[src/rtl/txrel_pkg.sv]
package txrel_pkg;

  // Strobes from the control to the byte-tally datapath of one queue.
  typedef struct packed {
    logic accept;  // add the current write beat to the tally
    logic clear;   // packet has left: restart the tally
  } dpStrobe_t;

  localparam int THR_W = 10;

  // Byte limit chosen by a threshold code; the unused code acts as the smallest.
  function automatic logic [THR_W-1:0] thresholdBytes(input logic [2:0] code);
    logic [THR_W-1:0] lim;
    case (code)
      3'd0, 3'd1: lim = 10'd64;
      3'd2:       lim = 10'd96;
      3'd3:       lim = 10'd128;
      3'd4:       lim = 10'd192;
      3'd5:       lim = 10'd256;
      3'd6:       lim = 10'd384;
      default:    lim = 10'd512;
    endcase
    return lim;
  endfunction

endpackage

[src/rtl/txrel_datapath.sv]
module txrel_datapath
  import txrel_pkg::*;
#(
  parameter int BYTE_W = 5,
  parameter int CNT_W  = 16
) (
  input  logic              clk,
  input  logic              rstN,
  input  dpStrobe_t         strobe,
  input  logic [BYTE_W-1:0] wrBytes,
  input  logic              wrEop,
  output logic [CNT_W-1:0]  headBytes,
  output logic              headDone
);

  logic [CNT_W:0]   sumWide;
  logic [CNT_W-1:0] sumSat;

  always_comb begin
    sumWide = {1'b0, headBytes} + (CNT_W+1)'(wrBytes);
    sumSat  = sumWide[CNT_W] ? {CNT_W{1'b1}} : sumWide[CNT_W-1:0];
  end

  always_ff @(posedge clk) begin
    if (!rstN || strobe.clear) begin
      headBytes <= '0;
      headDone  <= 1'b0;
    end else if (strobe.accept) begin
      headBytes <= sumSat;
      if (wrEop) headDone <= 1'b1;
    end
  end

endmodule

[src/rtl/txrel_ctrl.sv]
module txrel_ctrl
  import txrel_pkg::*;
#(
  parameter int SIZE_W = 7,
  parameter int CNT_W  = 16
) (
  input  logic              clk,
  input  logic              rstN,
  input  logic              sfMode,
  input  logic [2:0]        thrCode,
  input  logic [SIZE_W-1:0] sizeCode,
  input  logic              wrValid,
  input  logic              rdValid,
  input  logic              rdEop,
  input  logic [CNT_W-1:0]  headBytes,
  input  logic              headDone,
  output dpStrobe_t         strobe,
  output logic              grant,
  output logic              oversize
);

  logic [CNT_W-1:0] capBytes;
  logic [CNT_W-1:0] limBytes;
  logic             atCapacity;
  logic             overLimit;
  logic             releaseNow;
  logic             packetOut;

  always_comb begin
    capBytes   = (CNT_W'(sizeCode) + CNT_W'(1)) << 8;
    limBytes   = CNT_W'(thresholdBytes(thrCode));
    atCapacity = headBytes >= capBytes;
    overLimit  = headBytes > limBytes;
    releaseNow = headDone || (sfMode ? atCapacity : overLimit);
    packetOut  = grant && rdValid && rdEop;
    strobe.clear  = packetOut;
    strobe.accept = wrValid && !headDone && !packetOut;
  end

  always_ff @(posedge clk) begin
    if (!rstN) begin
      grant    <= 1'b0;
      oversize <= 1'b0;
    end else if (packetOut) begin
      grant    <= 1'b0;
      oversize <= 1'b0;
    end else if (!grant && releaseNow) begin
      grant    <= 1'b1;
      oversize <= sfMode && !headDone;
    end
  end

endmodule

[src/rtl/txq_release.sv]
module txq_release
  import txrel_pkg::*;
#(
  parameter int NUM_Q      = 8,
  parameter int BEAT_BYTES = 16,
  parameter int SIZE_W     = 7,
  localparam int BYTE_W    = $clog2(BEAT_BYTES + 1),
  localparam int CNT_W     = $clog2((2 ** SIZE_W) * 256 + 1)
) (
  input  logic                    clk,
  input  logic                    rstN,
  input  logic [NUM_Q-1:0]        sfEn,
  input  logic [NUM_Q*3-1:0]      thrCode,
  input  logic [NUM_Q*SIZE_W-1:0] sizeCode,
  input  logic [NUM_Q-1:0]        wrValid,
  input  logic [NUM_Q*BYTE_W-1:0] wrBytes,
  input  logic [NUM_Q-1:0]        wrEop,
  input  logic [NUM_Q-1:0]        rdValid,
  input  logic [NUM_Q-1:0]        rdEop,
  output logic [NUM_Q-1:0]        grant,
  output logic [NUM_Q-1:0]        oversize
);

  logic [NUM_Q-1:0] headDone;

  for (genvar q = 0; q < NUM_Q; q++) begin : g_queue
    dpStrobe_t        strobe;
    logic [CNT_W-1:0] headBytes;

    txrel_datapath #(.BYTE_W(BYTE_W), .CNT_W(CNT_W)) dp_i (
      .clk      (clk),
      .rstN     (rstN),
      .strobe   (strobe),
      .wrBytes  (wrBytes[q*BYTE_W +: BYTE_W]),
      .wrEop    (wrEop[q]),
      .headBytes(headBytes),
      .headDone (headDone[q])
    );

    txrel_ctrl #(.SIZE_W(SIZE_W), .CNT_W(CNT_W)) ctrl_i (
      .clk      (clk),
      .rstN     (rstN),
      .sfMode   (sfEn[q]),
      .thrCode  (thrCode[q*3 +: 3]),
      .sizeCode (sizeCode[q*SIZE_W +: SIZE_W]),
      .wrValid  (wrValid[q]),
      .rdValid  (rdValid[q]),
      .rdEop    (rdEop[q]),
      .headBytes(headBytes),
      .headDone (headDone[q]),
      .strobe   (strobe),
      .grant    (grant[q]),
      .oversize (oversize[q])
    );
  end

endmodule

[config.mk]
export PLATFORM = sky130hd
export DESIGN_NAME = txq_release
export DESIGN_NICKNAME = d
export VERILOG_FILES = /design/src/rtl/txrel_pkg.sv /design/src/rtl/txrel_datapath.sv /design/src/rtl/txrel_ctrl.sv /design/src/rtl/txq_release.sv
export SDC_FILE = /design/constraint.sdc
export NUM_CORES = 1
export LEC_CHECK = 0
export ABC_AREA = 1
export BUFFER_PORTS_ARGS = -buffer_cell sky130_fd_sc_hd__buf_4
export CORE_MARGIN = 2
export CORE_UTILIZATION = 35
export DETAILED_ROUTE_END_ITERATION = 8
export GPL_ROUTABILITY_DRIVEN = 0
export PLACE_DENSITY = 0.55
export REMOVE_ABC_BUFFERS = 1
export SYNTH_ARGS = -nofsm -noshare
export SYNTH_HDL_FRONTEND = slang
export SYNTH_SLANG_ARGS = --single-unit
[constraint.sdc]
create_clock -name clk -period 2.8 [get_ports clk]
set_input_delay 0.14 -clock clk [delete_from_list [all_inputs] [get_ports clk]]
set_output_delay 0.14 -clock clk [all_outputs]
set_load 0.005 [all_outputs]
== After elaboration in Yosys (flattened, before gate mapping) ==
Index checks and enable logic that the tools add are counted.
Widths: inputs -> output; s select.

* $add $sub $neg: 16
* Order comparisons: 16
* Eq/ne operators: 48
* Muxes and demuxes: 24
* Bitwise operators: 1
* Reductions and logical operators: 121

{| class="wikitable"
|+ Operator list
! kind !! count
|-
| $pmux 10 s6 || 8
|-
| $add 16x5->17 || 8
|-
| $ge 16x16->1 || 8
|-
| $gt 16x10->1 || 8
|-
| $mux 16 || 8
|-
| $eq 3x3->1 const B || 24
|-
| $add 7x1->8 const B || 8
|-
| $eq 3x2->1 const B || 16
|-
| $logic_and 1x1->1 || 48
|-
| $reduce_or 2->1 || 16
|-
| $logic_not 1->1 || 25
|-
| $eq 3x1->1 const B || 8
|-
| $logic_not 3->1 || 8
|-
| $logic_or 1x1->1 || 16
|-
| $reduce_and 2->1 || 8
|-
| $mux 1 || 8
|-
| $not 1->1 || 1
|}

* Bits in registers: 152
* Input bits: 162
* Output and inout port bits: 16
* Word-level logic and storage cells: 258

== Longest topological paths before layout ==
Gate-level depths: netlist of run 1.

* Depth in word-level cells: 7
* Mapped depth: 17
* Gate-level depth less buffers: 17

== Cells and area by module ==
A second synthesis of run 1 with hierarchy kept.

* Cell total of the unflattened synthesis: 2,348
* Area, all modules: 14,694.1 µm²

{| class="wikitable"
|+ By module, submodules not included
! module !! times used !! cells an instance !! area each (µm²)
|-
| txrel_datapath || 8 || 166 || 1,114.8
|-
| txrel_ctrl (g_queue[3].ctrl_i ...) || 4 || 126 || 724.4
|-
| txrel_ctrl (g_queue[0].ctrl_i ...) || 4 || 129 || 719.4
|}

== Worst setup path after synthesis of run 1 ==
No wires, ideal clock.

* Path type: register to register
* Start: register g_queue[0].dp_i.headBytes[0]
* End: register g_queue[0].dp_i.headBytes[14]
* Arrival: 1.751 ns
* Setup slack: 0.941 ns
* Cell stages (with the launch flop): 14
* Buffers on the path: 0
* Clock period less this slack: 1.859 ns
* Cell sequence: dfxtp_1 ha_1 inv_1 fa_1 o21ai_2 nand2_2 nand2_4 nand2_4 nor2_8 nand2_1 nand2_1 nand3_1 nand2_1 inv_1

* Word-level cells in the longest chain between the ends: 2

{| class="wikitable"
|+ RTL lines
! item !! RTL line !! source
|-
| start: declaration || txrel_datapath.sv:12 || <nowiki>output logic [CNT_W-1:0] headBytes,</nowiki>
|-
| start signal: assignment || txrel_datapath.sv:29 || <nowiki>headBytes <= sumSat;</nowiki>
|-
| $add 16x5->17 || txrel_datapath.sv:20 || <nowiki>sumWide = {1'b0, headBytes} + (CNT_W+1)'(wrBytes);</nowiki>
|-
| $mux 16 || txrel_datapath.sv:21 || <nowiki>sumSat = sumWide[CNT_W] ? {CNT_W{1'b1}} : sumWide[CNT_W-1:0];</nowiki>
|}

Every way passes these cells.
A chain may end at the register's enable or synchronous reset.

== Final worst setup path of run 1 ==
* Start: register g_queue[4].dp_i.headBytes[0]
* End: register g_queue[4].dp_i.headBytes[12]

* Word-level cells in the longest chain between the ends: 2

{| class="wikitable"
|+ RTL lines
! item !! RTL line
|-
| start: declaration || txrel_datapath.sv:12
|-
| start signal: assignment || txrel_datapath.sv:29
|-
| $add 16x5->17 || txrel_datapath.sv:20
|-
| $mux 16 || txrel_datapath.sv:21
|}

Every way passes these cells.

==> flow_summary.html, run 1 <==
<table>
<tr><th>Metric</th><th>Value</th></tr>
<tr><th colspan="2">Power and ir drop</th></tr>
<tr><td>Net switching share of the total power</td><td>0.309</td></tr>
<tr><td>Internal power contribution</td><td>roughly 4.6 mW</td></tr>
<tr><td>Static leakage</td><td>~8.5 nW</td></tr>
<tr><td>Power per cell area</td><td>roughly 400 mW/mm2</td></tr>
<tr><td>Worst VDD drop</td><td>between 0.3 and 0.4 mV</td></tr>
<tr><td>Final total power</td><td>about 6.6 mW</td></tr>
<tr><td>Power share of the clock group</td><td>0.389</td></tr>
<tr><td>Flop pwr share</td><td>0.363</td></tr>
<tr><td>Net switching power of the design</td><td>a little over 2 mW</td></tr>
<tr><td>Proportion of power drawn by combinational gates</td><td>0.248</td></tr>
<tr><th colspan="2">Logic synthesis</th></tr>
<tr><td>Count of synthesis-stage warnings from yosys</td><td>0</td></tr>
<tr><td>Post-Synthesis Mean Instance Area</td><td>~6.4 um2</td></tr>
<tr><td>Sequential fraction of the synthesis area</td><td>0.218</td></tr>
<tr><td>Mapped Area</td><td>roughly 0.014 mm2</td></tr>
<tr><td>Synth area leader</td><td>dfxtp_1</td></tr>
<tr><td>Post-synthesis async set-or-reset flop share</td><td>0</td></tr>
<tr><td>Top cells by count, synth</td><td>nand2_1 (544), inv_1 (334), nand3_1 (198)</td></tr>
<tr><td>Number of flops mapped to enable cells by yosys</td><td>0</td></tr>
<tr><td>Ranking of synthesized cells by area</td><td>dfxtp_1 (22%), nand2_1 (15%), ha_1 (14%)</td></tr>
<tr><td>Distinct cell type count after synthesis</td><td>50</td></tr>
<tr><td>Proportion of netlist area held by the largest area contributor</td><td>0.218</td></tr>
<tr><td>Synth Instances</td><td>~2200</td></tr>
<tr><td>Most common cell in the synthesized netlist</td><td>nand2_1</td></tr>
<tr><td>Seq cells post-synth</td><td>roughly 150</td></tr>
<tr><td>Most common flop cell mapped by yosys</td><td>dfxtp_1</td></tr>
<tr><th colspan="2">Routing</th></tr>
<tr><td>DRC violations left</td><td>0</td></tr>
<tr><td>Count of nets left with antenna violations after detail routing</td><td>0</td></tr>
<tr><td>Routed wire per std cell</td><td>around 13 um</td></tr>
<tr><td>Via total after detailed routing</td><td>around 14000</td></tr>
<tr><td>Via density per instance</td><td>4.87</td></tr>
<tr><td>Number of DRC markers after the initial detailed-route iteration</td><td>around 620</td></tr>
<tr><td>Router iterations before antenna repair</td><td>5</td></tr>
<tr><td>Post-detailed-routing wire length</td><td>~37000 um</td></tr>
<tr><th colspan="2">Worst setup path</th></tr>
<tr><td>Crit path launch</td><td>g_queue[4].dp_i.headBytes[0]</td></tr>
<tr><td>Worst Reg-to-Reg Cells</td><td>10</td></tr>
<tr><td>Crit Path Class</td><td>reg -&gt; reg</td></tr>
<tr><td>Critical path capture point type</td><td>register</td></tr>
<tr><td>Sort of element at the start of the critical path</td><td>register</td></tr>
<tr><td>Register-to-register setup slack</td><td>650 ps</td></tr>
<tr><td>Critical Path Fanout Max</td><td>4</td></tr>
<tr><td>Required time worst endpoint</td><td>about 3200 ps</td></tr>
<tr><td>Data arrival time of the critical path</td><td>between 2000 and 2500 ps</td></tr>
<tr><td>Startpoint of the worst register-to-register path</td><td>g_queue[4].dp_i.headBytes[0]</td></tr>
<tr><td>Worst setup endpoint</td><td>g_queue[4].dp_i.headBytes[12]</td></tr>
<tr><td>Worst R2R End</td><td>g_queue[4].dp_i.headBytes[12]</td></tr>
<tr><th colspan="2">Timing</th></tr>
<tr><td>Final Slew Violations</td><td>0</td></tr>
<tr><td>Share of the clock period used by the worst path</td><td>0.767</td></tr>
<tr><td>Fin worst setup slack</td><td>653 ps</td></tr>
<tr><td>Maximum frequency from static timing analysis</td><td>roughly 470 MHz</td></tr>
<tr><td>Transition time of the tightest slew-check pin</td><td>527 ps</td></tr>
<tr><td>Final total negative setup slack</td><td>0 ps</td></tr>
<tr><td>Final setup skew</td><td>approximately 12 ps</td></tr>
<tr><td>Setup violators final</td><td>0</td></tr>
<tr><td>RSZ-0062 raised after global routing</td><td>no</td></tr>
<tr><td>Final period demand of the worst path</td><td>around 2100 ps</td></tr>
<tr><td>Slew HR</td><td>0.648</td></tr>
<tr><td>Hold violation count in the final report</td><td>0</td></tr>
<tr><th colspan="2">GRT</th></tr>
<tr><td>GRT Resource Usage Total</td><td>0.183</td></tr>
<tr><td>Initial antenna violation count</td><td>2</td></tr>
<tr><td>Overflow after GRT</td><td>0</td></tr>
<tr><td>Global-route wire length before repair</td><td>around 63000 um</td></tr>
<tr><td>Maximum number of pins on one net before global-route repair</td><td>25</td></tr>
<tr><td>Number of global-route vias before repair</td><td>between 10000 and 15000</td></tr>
<tr><th colspan="2">Place</th></tr>
<tr><td>HPWL after DPL</td><td>30100 um</td></tr>
<tr><td>IO buf count</td><td>around 180</td></tr>
<tr><td>Setup Slack @ Placement</td><td>690 ps</td></tr>
<tr><td>Placed insts</td><td>about 2900</td></tr>
<tr><th colspan="2">Cells and area</th></tr>
<tr><td>Sequential cell area in the final layout</td><td>a little over 0.003 mm2</td></tr>
<tr><td>Layout-stage area growth over the synthesis result</td><td>17.8%</td></tr>
<tr><td>Area taken by multi-input logic gates</td><td>about 0.0094 mm2</td></tr>
<tr><td>Share of cells above drive strength 1</td><td>0.123</td></tr>
<tr><td>Finished Layout Cells</td><td>between 2000 and 3000</td></tr>
<tr><td>Fillers</td><td>approximately 4200</td></tr>
<tr><td>Final nets</td><td>roughly 2700</td></tr>
<tr><td>Share of the core filled with cells in the final layout</td><td>0.417</td></tr>
<tr><th colspan="2">CTS</th></tr>
<tr><td>Largest buffer count on any clock path</td><td>2</td></tr>
<tr><td>Post-CTS setup-driven buffer insertion count</td><td>0</td></tr>
<tr><td>Clock Tree Root</td><td>clkbuf_16</td></tr>
<tr><td>Total clock buffers created by CTS</td><td>17</td></tr>
<tr><td>Gates resized, CTS repair</td><td>0</td></tr>
<tr><td>Register clock-pin slew on the reported worst setup and hold paths</td><td>70 ps</td></tr>
<tr><td>Clock sinks</td><td>152</td></tr>
<tr><td>H-tree depth</td><td>4</td></tr>
<tr><td>Clock tree from TritonCTS</td><td>built</td></tr>
<tr><td>Clock latency of the later-clocked register in the worst-skew pair</td><td>between 400 and 500 ps</td></tr>
<tr><td>CTS Hold Buffers Added</td><td>8</td></tr>
<tr><th colspan="2">Die</th></tr>
<tr><td>Site Rows</td><td>73</td></tr>
<tr><td>Die Outline Area</td><td>0.0416 mm2</td></tr>
<tr><td>Die outline width</td><td>just over 200 um</td></tr>
<tr><td>Total core area</td><td>around 0.040 mm2</td></tr>
<tr><td># IOs</td><td>~180</td></tr>
<tr><td>Height of the die</td><td>about 200 um</td></tr>
<tr><td>Starting Density</td><td>0.354</td></tr>
<tr><th colspan="2">Outcome</th></tr>
<tr><td>Result of the run</td><td>finished clean</td></tr>
<tr><th colspan="2">Hold path</th></tr>
<tr><td>Worst min path class</td><td>in -&gt; reg</td></tr>
<tr><th colspan="2">Run</th></tr>
<tr><td>Max Cap Violations</td><td>0</td></tr>
</table>
[logic make-up (layout without fill, tap and decap cells)]
family,Yosys count,count (layout),share of synthesized area
and+or+nand+nor,1137,1137,0.370
buffers and inverters,383,563,0.109
AOI/OAI and AO/OA,277,277,0.109
adders and majority gates,160,160,0.147
DFF,152,152,0.218
xor gates and xnor gates,76,76,0.0476
other,0,2,0
[cell type report]
| cell class | instances | area share |
|---|---|---|
| repair buffers | 188 | 0.0868 |
| well taps | 525 | 0.0398 |
| flip-flops and latches | 152 | 0.185 |
| diodes | 2 | 0.000304 |
| inverters | 345 | 0.0786 |
| multi-input cells | 1650 | 0.571 |
| clock inverters | 7 | 0.00850 |
| clock buffers | 23 | 0.0302 |
[per-stage QoR]
step	hold WS (ps)	instance area, um2
floorplan	285	13800
global placement	394	15800
detailed placement	402	15800
CTS	29.6	16500
global route	69.4	16500
finish	64.2	16500
[worst max-delay path, stage by stage, from the launching register on]
cell     delay (ps)
dfxtp_1         380
ha_1            250
inv_1            70
fa_1            400
inv_1            90
nand3_1          70
nand2_1         140
a21o_1          200
nand3_2         120
o21ai_1         140
nor3b_1         190
[sequential cells by signal, indices dropped and copies added, names as in the netlist]
| name | cells |
|---|---|
| g_queue.dp_i.headDone | 8 |
| g_queue.dp_i.headBytes | 128 |
| g_queue.ctrl_i.oversize | 8 |
| g_queue.ctrl_i.grant | 8 |
[worst min path at each step]
stage,endpoint,slack (ps),depth (start not counted),startpoint
final,g_queue[3].dp_i.headBytes[0],60,4,wrBytes[15]
after global routing,g_queue[3].dp_i.headBytes[0],70,4,wrBytes[15]
after CTS,g_queue[3].dp_i.headBytes[0],30,4,wrBytes[15]
after detailed placement,g_queue[2].dp_i.headDone,400,3,wrEop[2]
after global placement,g_queue[2].dp_i.headDone,390,3,wrEop[2]
after floorplan,g_queue[0].dp_i.headDone,280,2,wrEop[0]
[power by group through the flow]
stage | clock, mW | sequential, mW | combinational [mW]
floorplan | 0 | 2.42 | 1.06
global placement | 0 | 2.45 | 1.62
detailed placement | 0 | 2.45 | 1.63
CTS | 2.66 | 2.41 | 1.65
global route | 2.74 | 2.42 | 1.88
finish | 2.58 | 2.41 | 1.64
[cell usage in the layout (no fill, tap or decap), types with 7 or more instances in the layout]
cell type and instances:
nand2_1 544, nand3_2 7, clkbuf_16 17, nand2_2 16, nor3_1 55, a31oi_1 13, buf_4 180, dlygate4sd3_1 8
nand3b_1 15, a21oi_1 127, dfxtp_1 152, nor3_2 7, xnor2_1 26, o21ai_0 81, nor2_1 194, nand2_4 7
inv_1 334, inv_2 9, or2_2 10, nand3_1 198, nor3b_1 7, xor2_1 50, ha_1 152, fa_1 8
nand4_1 50, o21ai_1 19
[routing by layer]
metal	global-route usage	vias up	wire, um
li1	-	7458	-
met5	0	-	0
met2	0.327	211	18100
met4	0.0524	0	534
met3	0.0252	29	1290
met1	0.229	6380	17500
Power figures use the tool's default switching activity.
==> inputs of run 2 (changes only) <==
ABC_AREA = 0   (was 1)
clock period = 2 ns   (was 2.8 ns; I/O delays follow)
==> run 2 against run 1 <==
  * The flow now finishes with violations (setup timing)
  * Sequential share of layout area fell by 0.78 points
  * Clock skew fell by 2.3 ps
  * Hold slack got worse by 5.8 ps
  * Die area fell by 14%
  * Via count fell by 14%
  * Flip-flop and latch count did not move
  * Synthesized area fell by 15%
  * Largest cell class unchanged
  * Highest routed layer is now met5
==> flow_summary.html, run 2 <==
<table>
<tr><th>Metric</th><th>Value</th></tr>
<tr><th colspan="2">Outcome</th></tr>
<tr><td>Result of the run</td><td>finished, violations left</td></tr>
<tr><td>Failing checks</td><td>setup timing</td></tr>
<tr><th colspan="2">CTS</th></tr>
<tr><td>Register clock-pin slew on the reported worst setup and hold paths</td><td>70 ps (about the same)</td></tr>
<tr><td>H-tree depth</td><td>4 (unchanged)</td></tr>
<tr><td>Clock sinks</td><td>152 (unchanged)</td></tr>
<tr><td>Total clock buffers created by CTS</td><td>17 (unchanged)</td></tr>
<tr><td>Clock latency of the later-clocked register in the worst-skew pair</td><td>420 ps (about the same)</td></tr>
<tr><td>Clock Tree Root</td><td>clkbuf_16</td></tr>
<tr><td>Largest buffer count on any clock path</td><td>2 (unchanged)</td></tr>
<tr><td>Clock tree from TritonCTS</td><td>built</td></tr>
<tr><th colspan="2">Cells and area</th></tr>
<tr><td>Fillers</td><td>3187 (-24%)</td></tr>
<tr><td>Layout-stage area growth over the synthesis result</td><td>45.9%</td></tr>
<tr><td>Register with the most flip-flops</td><td>g_queue.dp_i.headBytes</td></tr>
<tr><td>Number of flip-flops in the largest register</td><td>128 (unchanged)</td></tr>
<tr><td>Share of cells above drive strength 1</td><td>0.377 (+0.254)</td></tr>
<tr><td>Final nets</td><td>2168 (-19%)</td></tr>
<tr><td>Leading cell type in the layout, fill and taps excluded</td><td>buf_4</td></tr>
<tr><td>Commonest cells after routing, fill and taps aside</td><td>buf_4 (392), dfxtp_1 (126), ha_1 (123)</td></tr>
<tr><th colspan="2">Worst setup path</th></tr>
<tr><td>Crit Path Class</td><td>reg -&gt; reg</td></tr>
<tr><td>Data arrival time of the critical path</td><td>2770 ps (+280 ps)</td></tr>
<tr><td>Required time worst endpoint</td><td>2350 ps (-800 ps)</td></tr>
<tr><td>Startpoint of the worst register-to-register path</td><td>g_queue[7].dp_i.headBytes[8]</td></tr>
<tr><td>Crit path launch</td><td>g_queue[7].dp_i.headBytes[8]</td></tr>
<tr><td>Critical path capture point type</td><td>register</td></tr>
<tr><td>Critical Path Fanout Max</td><td>2 (-2)</td></tr>
<tr><td>Sort of element at the start of the critical path</td><td>register</td></tr>
<tr><th colspan="2">Die</th></tr>
<tr><td>Total core area</td><td>0.0336 mm2 (-15%)</td></tr>
<tr><td>Die Outline Area</td><td>0.0356 mm2 (-14%)</td></tr>
<tr><td>Starting Density</td><td>0.356 (+0.00184)</td></tr>
<tr><td># IOs</td><td>178 (unchanged)</td></tr>
<tr><td>Site Rows</td><td>67 (-8.2%)</td></tr>
<tr><td>Height of the die</td><td>189 um (-7.4%)</td></tr>
<tr><td>Die outline width</td><td>189 um (-7.4%)</td></tr>
<tr><th colspan="2">Run</th></tr>
<tr><td>Max Cap Violations</td><td>0 (unchanged)</td></tr>
<tr><th colspan="2">Place</th></tr>
<tr><td>Setup Slack @ Placement</td><td>-441 ps (-1130 ps)</td></tr>
<tr><td>IO buf count</td><td>177 (unchanged)</td></tr>
<tr><td>HPWL after DPL</td><td>25900 um (-14%)</td></tr>
<tr><th colspan="2">Logic synthesis</th></tr>
<tr><td>Share of synthesized cell area in full adder, half adder and majority cells</td><td>0.173 (+0.0251)</td></tr>
<tr><td>Post-synthesis compound-gate area fraction</td><td>0.198 (+0.0898)</td></tr>
<tr><td>Distinct cell type count after synthesis</td><td>67 (+34%)</td></tr>
<tr><td>Number of flops mapped to enable cells by yosys</td><td>0 (unchanged)</td></tr>
<tr><td>Synth Instances</td><td>1445 (-34%)</td></tr>
<tr><td>Sequential fraction of the synthesis area</td><td>0.255 (+0.0371)</td></tr>
<tr><td>Post-synthesis async set-or-reset flop share</td><td>0 (unchanged)</td></tr>
<tr><td>Mapped Area</td><td>0.0120 mm2 (-15%)</td></tr>
<tr><td>Share of cell area taken by muxes after synthesis</td><td>0.0184 (+0.0184)</td></tr>
<tr><td>Combinational family with the most area after synthesis</td><td>simple AND/OR/NAND/NOR gates</td></tr>
<tr><td>Xor-xnor portion of the synthesized cell area</td><td>0.0762 (+0.0286)</td></tr>
<tr><td>Most common flop cell mapped by yosys</td><td>dfxtp_1</td></tr>
<tr><td>Fraction of the mapped netlist area in simple logic gates</td><td>0.237 (-0.133)</td></tr>
<tr><td>Count of synthesis-stage warnings from yosys</td><td>0 (unchanged)</td></tr>
<tr><td>Ranking of synthesized cells by area</td><td>dfxtp_1 (25%), ha_1 (16%), xor2_1 (5.1%)</td></tr>
<tr><td>Proportion of netlist area held by the largest area contributor</td><td>0.255 (+0.0371)</td></tr>
<tr><td>Top cells by count, synth</td><td>dfxtp_1 (152), ha_1 (152), a21oi_1 (106)</td></tr>
<tr><td>Seq cells post-synth</td><td>152 (unchanged)</td></tr>
<tr><td>Synth area leader</td><td>dfxtp_1</td></tr>
<tr><td>Post-Synthesis Mean Instance Area</td><td>8.27 um2 (+29%)</td></tr>
<tr><th colspan="2">Routing</th></tr>
<tr><td>Router iterations before antenna repair</td><td>6 (+1)</td></tr>
<tr><td>Via total after detailed routing</td><td>12051 (-14%)</td></tr>
<tr><td>Routed wire per std cell</td><td>14.9 um (+15%)</td></tr>
<tr><td>DRC violations left</td><td>0 (unchanged)</td></tr>
<tr><td>Post-detailed-routing wire length</td><td>34300 um (-8.5%)</td></tr>
<tr><td>Number of DRC markers after the initial detailed-route iteration</td><td>490 (-21%)</td></tr>
<tr><td>Count of nets left with antenna violations after detail routing</td><td>0 (unchanged)</td></tr>
<tr><td>Via density per instance</td><td>5.22 (+7.2%)</td></tr>
<tr><th colspan="2">Hold path</th></tr>
<tr><td>Worst Hold Launch</td><td>wrBytes[10]</td></tr>
<tr><td>Worst min path class</td><td>in -&gt; reg</td></tr>
<tr><th colspan="2">Timing</th></tr>
<tr><td>RSZ-0062 raised after global routing</td><td>yes</td></tr>
<tr><td>Fin worst setup slack</td><td>-419 ps (-1070 ps)</td></tr>
<tr><td>Transition time of the tightest slew-check pin</td><td>851 ps (+324 ps)</td></tr>
<tr><td>Final Slew Violations</td><td>0 (unchanged)</td></tr>
<tr><td>Final setup skew</td><td>9.73 ps (-2.35 ps)</td></tr>
<tr><td>Share of the clock period used by the worst path</td><td>1.21 (+0.443)</td></tr>
<tr><td>Slew HR</td><td>0.431 (-0.217)</td></tr>
<tr><td>Final period demand of the worst path</td><td>2420 ps (+272 ps)</td></tr>
<tr><td>Maximum frequency from static timing analysis</td><td>413 MHz (-11%)</td></tr>
<tr><td>Setup violators final</td><td>16 (+16)</td></tr>
<tr><td>Hold violation count in the final report</td><td>0 (unchanged)</td></tr>
<tr><th colspan="2">GRT</th></tr>
<tr><td>GRT Resource Usage Total</td><td>0.189 (+0.00599)</td></tr>
<tr><td>Number of global-route vias before repair</td><td>12026 (-9.9%)</td></tr>
<tr><td>Global-route wire length before repair</td><td>56400 um (-11%)</td></tr>
<tr><td>Overflow after GRT</td><td>0 (unchanged)</td></tr>
<tr><td>Initial antenna violation count</td><td>4 (+2)</td></tr>
<tr><td>Maximum number of pins on one net before global-route repair</td><td>20 (-20%)</td></tr>
<tr><th colspan="2">Power and ir drop</th></tr>
<tr><td>Static leakage</td><td>7.49 nW (-12%)</td></tr>
<tr><td>Worst VDD drop</td><td>0.588 mV (+56%)</td></tr>
<tr><td>Power per cell area</td><td>534 mW/mm2 (+33%)</td></tr>
<tr><td>Final total power</td><td>9.31 mW (+41%)</td></tr>
</table>
## run 2: changes by cell type after synthesis, moves of 22 or more
cell / change
nor3_1: -32
o21ai_0: -39
nor2b_1: +22
nand3_1: -94
inv_1: -258
and3_1: +32
nand2_1: -441
nand4_1: -30
nor2_1: -105
## run 2: routing by layer
layer  vias to the layer above  GRT usage  routed length, um
met5                         -          0                 28
met4                         4     0.0376                338
met3                        30     0.0318               1210
met2                       184      0.330              16500
met1                      5648      0.246              16200
li1                       6185          -                  -
## run 2: final cells by class
cell class / count / area, um2 / area share
timing repair buffer: 423 / 3270 / 0.187
clock buffer: 21 / 450 / 0.0258
clock inverter: 11 / 125 / 0.00718
tap: 448 / 561 / 0.0321
antenna: 2 / 5.00 / 0.000287
sequential: 152 / 3080 / 0.177
inverter: 81 / 307 / 0.0176
multi-input combinational: 1171 / 9640 / 0.553
## run 2: final timing paths
path / end / slack (ps) / cells after the start
hold reg to reg: g_queue[7].ctrl_i.oversize / 500 / 2
setup / recovery: g_queue[7].ctrl_i.oversize / -420 / 8
hold / removal: g_queue[2].dp_i.headBytes[0] / 60 / 3
setup reg to reg: g_queue[7].ctrl_i.oversize / -420 / 8
## run 2: where the power goes
part           leakage, nW  internal [mW]  switching, mW  total (mW)
clock                0.277           1.87           1.39        3.26
sequential            1.25           3.18          0.141        3.33
combinational         5.97           1.44           1.29        2.73
total                 7.49           6.50           2.81        9.31
## run 2: logic make-up (layout without fill, tap and decap cells)
logic type	Yosys count	in the layout
xor+xnor	104	104
other cells	0	2
fa+ha+maj	160	160
buf+inv	122	536
mux	21	21
simple gates	530	530
flops	152	152
compound gates	356	356
## run 2: worst max-delay path, stage by stage (launching register included)
cell,delay (ps)
dfxtp_2,330
inv_2,40
ha_4,240
or4b_1,410
or4_4,420
a21oi_2,160
o22ai_2,100
or4b_1,480
a21oi_1,150
## run 2: repair_timing
item / 4_1_cts / 5_1_grt
gates resized for setup: 117 / 175
pin swaps: 57 / 87
setup endpoints to repair: 120 / 128
hold buffers: 20 / 0
buffers inserted: 11 / 18
hold endpoints to repair: 12 / 0
## run 2: stage by stage
stage | TNS, ps | hold slack, ps | cell area, um2 | utilization | cells
global placement | -9620 | 333 | 15100 | 0.450 | 2228
CTS | -1190 | 25.7 | 16500 | 0.490 | 2290
global route | -5960 | 53.5 | 17400 | 0.519 | 2307
finish | -1370 | 58.4 | 17400 | 0.519 | 2309
detailed placement | -12220 | 344 | 15100 | 0.450 | 2228
floorplan | -3670 | 240 | 11700 | - | 1404
==> inputs of run 3 (changes only) <==
--- a/constraint.sdc
+++ b/constraint.sdc
@@ -3,2 +3,2 @@
 set_output_delay 0.1 -clock clk [all_outputs]
-set_load 0.005 [all_outputs]
+set_load 0.1 [all_outputs]
==> run 3 against run 2 <==
  * The run still ends with setup timing left
  * Combinational power increased by 9.5%
  * Cell count increased by 0.65%
  * Cell area increased by 0.68%
  * Sequential power about the same
  * Clock-buffer cell count increased by 2
  * Hold slack improved by 3.3 ps
  * Critical path depth unchanged
  * Clock skew about the same
  * Routed wire length increased by 0.23%
  * Fmax increased by 3.1%
  * Critical path type unchanged
==> flow_summary.html, run 3 (synthesis results as in run 2) <==
<table>
<tr><th>Metric</th><th>Value</th></tr>
<tr><th colspan="2">Power and ir drop</th></tr>
<tr><td>Net switching share of the total power</td><td>0.315 (+0.0126)</td></tr>
<tr><td>Power share of the clock group</td><td>0.346 (-0.004)</td></tr>
<tr><td>Static leakage</td><td>7.53 nW (+0.44%)</td></tr>
<tr><td>Final total power</td><td>9.65 mW (+3.6%)</td></tr>
<tr><td>Power per cell area</td><td>550 mW/mm2 (+2.9%)</td></tr>
<tr><td>Net switching power of the design</td><td>3.04 mW (+8.0%)</td></tr>
<tr><td>Flop pwr share</td><td>0.345 (-0.012)</td></tr>
<tr><td>Worst VDD drop</td><td>0.554 mV (-5.7%)</td></tr>
<tr><td>Internal power contribution</td><td>6.61 mW (+1.7%)</td></tr>
<tr><td>Proportion of power drawn by combinational gates</td><td>0.310 (+0.017)</td></tr>
<tr><th colspan="2">Worst setup path</th></tr>
<tr><td>Critical path capture point type</td><td>register</td></tr>
<tr><td>Sort of element at the start of the critical path</td><td>register</td></tr>
<tr><td>Critical Path Fanout Max</td><td>2 (unchanged)</td></tr>
<tr><td>Register-to-register setup slack</td><td>-350 ps (+70 ps)</td></tr>
<tr><td>Required time worst endpoint</td><td>2360 ps (about the same)</td></tr>
<tr><td>Crit Path Class</td><td>reg -&gt; reg</td></tr>
<tr><td>Worst Reg-to-Reg Cells</td><td>8 (unchanged)</td></tr>
<tr><td>Crit path launch</td><td>g_queue[7].dp_i.headBytes[8]</td></tr>
<tr><td>Worst R2R End</td><td>g_queue[7].ctrl_i.oversize</td></tr>
<tr><td>Startpoint of the worst register-to-register path</td><td>g_queue[7].dp_i.headBytes[8]</td></tr>
<tr><td>Data arrival time of the critical path</td><td>2700 ps (-70 ps)</td></tr>
<tr><th colspan="2">Timing</th></tr>
<tr><td>Transition time of the tightest slew-check pin</td><td>772 ps (-79.3 ps)</td></tr>
<tr><td>Maximum frequency from static timing analysis</td><td>426 MHz (+3.1%)</td></tr>
<tr><td>RSZ-0062 raised after global routing</td><td>yes</td></tr>
<tr><td>Final total negative setup slack</td><td>-1200 ps (+170 ps)</td></tr>
<tr><td>Setup violators final</td><td>16 (unchanged)</td></tr>
<tr><td>Final Slew Violations</td><td>0 (unchanged)</td></tr>
<tr><td>Final setup skew</td><td>9.31 ps (-0.421 ps)</td></tr>
<tr><td>Smallest hold slack</td><td>61.7 ps (+3.30 ps)</td></tr>
<tr><td>Share of the clock period used by the worst path</td><td>1.17 (-0.0360)</td></tr>
<tr><td>Fin worst setup slack</td><td>-347 ps (+72.1 ps)</td></tr>
<tr><td>Hold violation count in the final report</td><td>0 (unchanged)</td></tr>
<tr><td>Final period demand of the worst path</td><td>2350 ps (-72.1 ps)</td></tr>
<tr><td>Slew HR</td><td>0.484 (+0.0530)</td></tr>
<tr><th colspan="2">GRT</th></tr>
<tr><td>Number of global-route vias before repair</td><td>11974 (-0.43%)</td></tr>
<tr><td>Maximum number of pins on one net before global-route repair</td><td>20 (unchanged)</td></tr>
<tr><td>GRT Resource Usage Total</td><td>0.190 (+0.000848)</td></tr>
<tr><td>Global-route wire length before repair</td><td>56400 um (about the same)</td></tr>
<tr><td>Initial antenna violation count</td><td>5 (+1)</td></tr>
<tr><td>Overflow after GRT</td><td>0 (unchanged)</td></tr>
<tr><th colspan="2">CTS</th></tr>
<tr><td>Clock tree from TritonCTS</td><td>built</td></tr>
<tr><td>Clock latency of the later-clocked register in the worst-skew pair</td><td>430 ps (about the same)</td></tr>
<tr><td>Total clock buffers created by CTS</td><td>17 (unchanged)</td></tr>
<tr><td>Clock sinks</td><td>152 (unchanged)</td></tr>
<tr><td>Clock Tree Root</td><td>clkbuf_16</td></tr>
<tr><td>Register clock-pin slew on the reported worst setup and hold paths</td><td>70 ps (about the same)</td></tr>
<tr><td>Largest buffer count on any clock path</td><td>2 (unchanged)</td></tr>
<tr><td>H-tree depth</td><td>4 (unchanged)</td></tr>
<tr><th colspan="2">Die</th></tr>
<tr><td>Starting Density</td><td>0.356 (unchanged)</td></tr>
<tr><td>Die outline width</td><td>189 um (unchanged)</td></tr>
<tr><td># IOs</td><td>178 (unchanged)</td></tr>
<tr><td>Height of the die</td><td>189 um (unchanged)</td></tr>
<tr><td>Die Outline Area</td><td>0.0356 mm2 (unchanged)</td></tr>
<tr><td>Total core area</td><td>0.0336 mm2 (unchanged)</td></tr>
<tr><td>Site Rows</td><td>67 (unchanged)</td></tr>
<tr><th colspan="2">Hold path</th></tr>
<tr><td>Worst min-delay path endpoint</td><td>g_queue[4].dp_i.headBytes[0]</td></tr>
<tr><td>Worst Hold Launch</td><td>wrBytes[20]</td></tr>
<tr><td>Worst min path class</td><td>in -&gt; reg</td></tr>
<tr><td>Worst Hold Path Cells</td><td>3 (unchanged)</td></tr>
<tr><th colspan="2">Routing</th></tr>
<tr><td>Post-detailed-routing wire length</td><td>34400 um (+0.23%)</td></tr>
<tr><td>Number of DRC markers after the initial detailed-route iteration</td><td>526 (+7.3%)</td></tr>
<tr><td>Via density per instance</td><td>5.20 (-0.37%)</td></tr>
<tr><td>Routed wire per std cell</td><td>14.8 um (-0.41%)</td></tr>
<tr><td>Router iterations before antenna repair</td><td>5 (-1)</td></tr>
<tr><td>Count of nets left with antenna violations after detail routing</td><td>0 (unchanged)</td></tr>
<tr><td>Via total after detailed routing</td><td>12084 (+0.27%)</td></tr>
<tr><td>DRC violations left</td><td>0 (unchanged)</td></tr>
<tr><th colspan="2">Cells and area</th></tr>
<tr><td>Register with the most flip-flops</td><td>g_queue.dp_i.headBytes</td></tr>
<tr><td>Share of cells above drive strength 1</td><td>0.376 (about the same)</td></tr>
<tr><td>Number of flip-flops in the largest register</td><td>128 (unchanged)</td></tr>
<tr><td>Final instance area</td><td>0.0176 mm2 (+0.68%)</td></tr>
<tr><td>Layout-stage area growth over the synthesis result</td><td>46.9%</td></tr>
<tr><td>Fillers</td><td>3166 (-0.66%)</td></tr>
<tr><td>Final nets</td><td>2182 (+0.65%)</td></tr>
<tr><td>Commonest cells after routing, fill and taps aside</td><td>buf_4 (408), dfxtp_1 (124), ha_1 (120)</td></tr>
<tr><td>Leading cell type in the layout, fill and taps excluded</td><td>buf_4</td></tr>
<tr><th colspan="2">Place</th></tr>
<tr><td>HPWL after DPL</td><td>25900 um (-0.27%)</td></tr>
<tr><td>IO buf count</td><td>177 (unchanged)</td></tr>
<tr><td>Placement Cell Area</td><td>0.0151 mm2 (about the same)</td></tr>
<tr><th colspan="2">Run</th></tr>
<tr><td>Max Cap Violations</td><td>0 (unchanged)</td></tr>
<tr><th colspan="2">Outcome</th></tr>
<tr><td>Failing checks</td><td>setup timing</td></tr>
<tr><td>Result of the run</td><td>finished, violations left</td></tr>
</table>
[run 3: changes by cell type in the layout (fill, tap and decap cells not counted), moves of 4 or more]
cell	before	now
clkinv_4	4	0
nor3_1	14	18
buf_4	392	408
ha_4	28	32
a21oi_2	43	39
a21oi_1	63	67
[run 3: routing by layer]
layer  GRT usage  up-vias  routed length (um)
li1            -     6222                   -
met1       0.246     5643               16100
met2       0.330      179               16600
met3      0.0318       36                1190
met4      0.0454        4                 471
met5           0        -                  26
[run 3: area by class of cell]
cell class / count / area [um2] / share of cell area
clock inverters: 9 / 115 / 0.00656
repair buffers: 437 / 3360 / 0.192
diodes: 3 / 7.51 / 0.000428
well taps: 448 / 561 / 0.0319
flip-flops and latches: 152 / 3090 / 0.176
multi-input cells: 1171 / 9640 / 0.549
clock buffers: 23 / 478 / 0.0272
inverters: 81 / 307 / 0.0175
[run 3: power groups by stage]
stage	clock [mW]	combinational, mW	sequential [mW]
finish	3.33	2.99	3.33
global route	3.56	3.31	3.35
CTS	3.44	2.70	3.31
detailed placement	0	2.49	3.36
global placement	0	2.45	3.36
floorplan	0	1.25	3.55
[run 3: worst max-delay path, stage by stage, from the launching register on]
cell and delay (ps):
dfxtp_2 330, inv_2 40, ha_4 240, or4b_1 400
or4_1 420, a21oi_2 150, o22ai_2 90, or4b_4 490
a21oi_2 120
[run 3: worst max-delay path by stage]
stage,endpoint,cells past startpoint
floorplan,g_queue[7].ctrl_i.oversize,8
global placement,g_queue[7].ctrl_i.oversize,10
detailed placement,g_queue[3].ctrl_i.oversize,10
CTS,g_queue[7].ctrl_i.oversize,8
global route,g_queue[7].ctrl_i.oversize,8
finish,g_queue[7].ctrl_i.oversize,8
[run 3: metrics by stage]
step / std cells / utilization / setup slack (ps)
6_report: 2324 / 0.522 / -347
5_1_grt: 2321 / 0.522 / -455
4_1_cts: 2295 / 0.493 / -357
3_5_place_dp: 2227 / 0.450 / -469
3_3_place_gp: 2227 / 0.450 / -374
2_1_floorplan: 1404 / - / -385
[run 3: repair_timing]
action	4_1_cts	5_1_grt
setup endpoints to repair	117	132
setup buffers	19	29
hold buffers	20	0
resized for setup	126	162
endpoints found under the hold margin	12	0
pin swaps	50	104
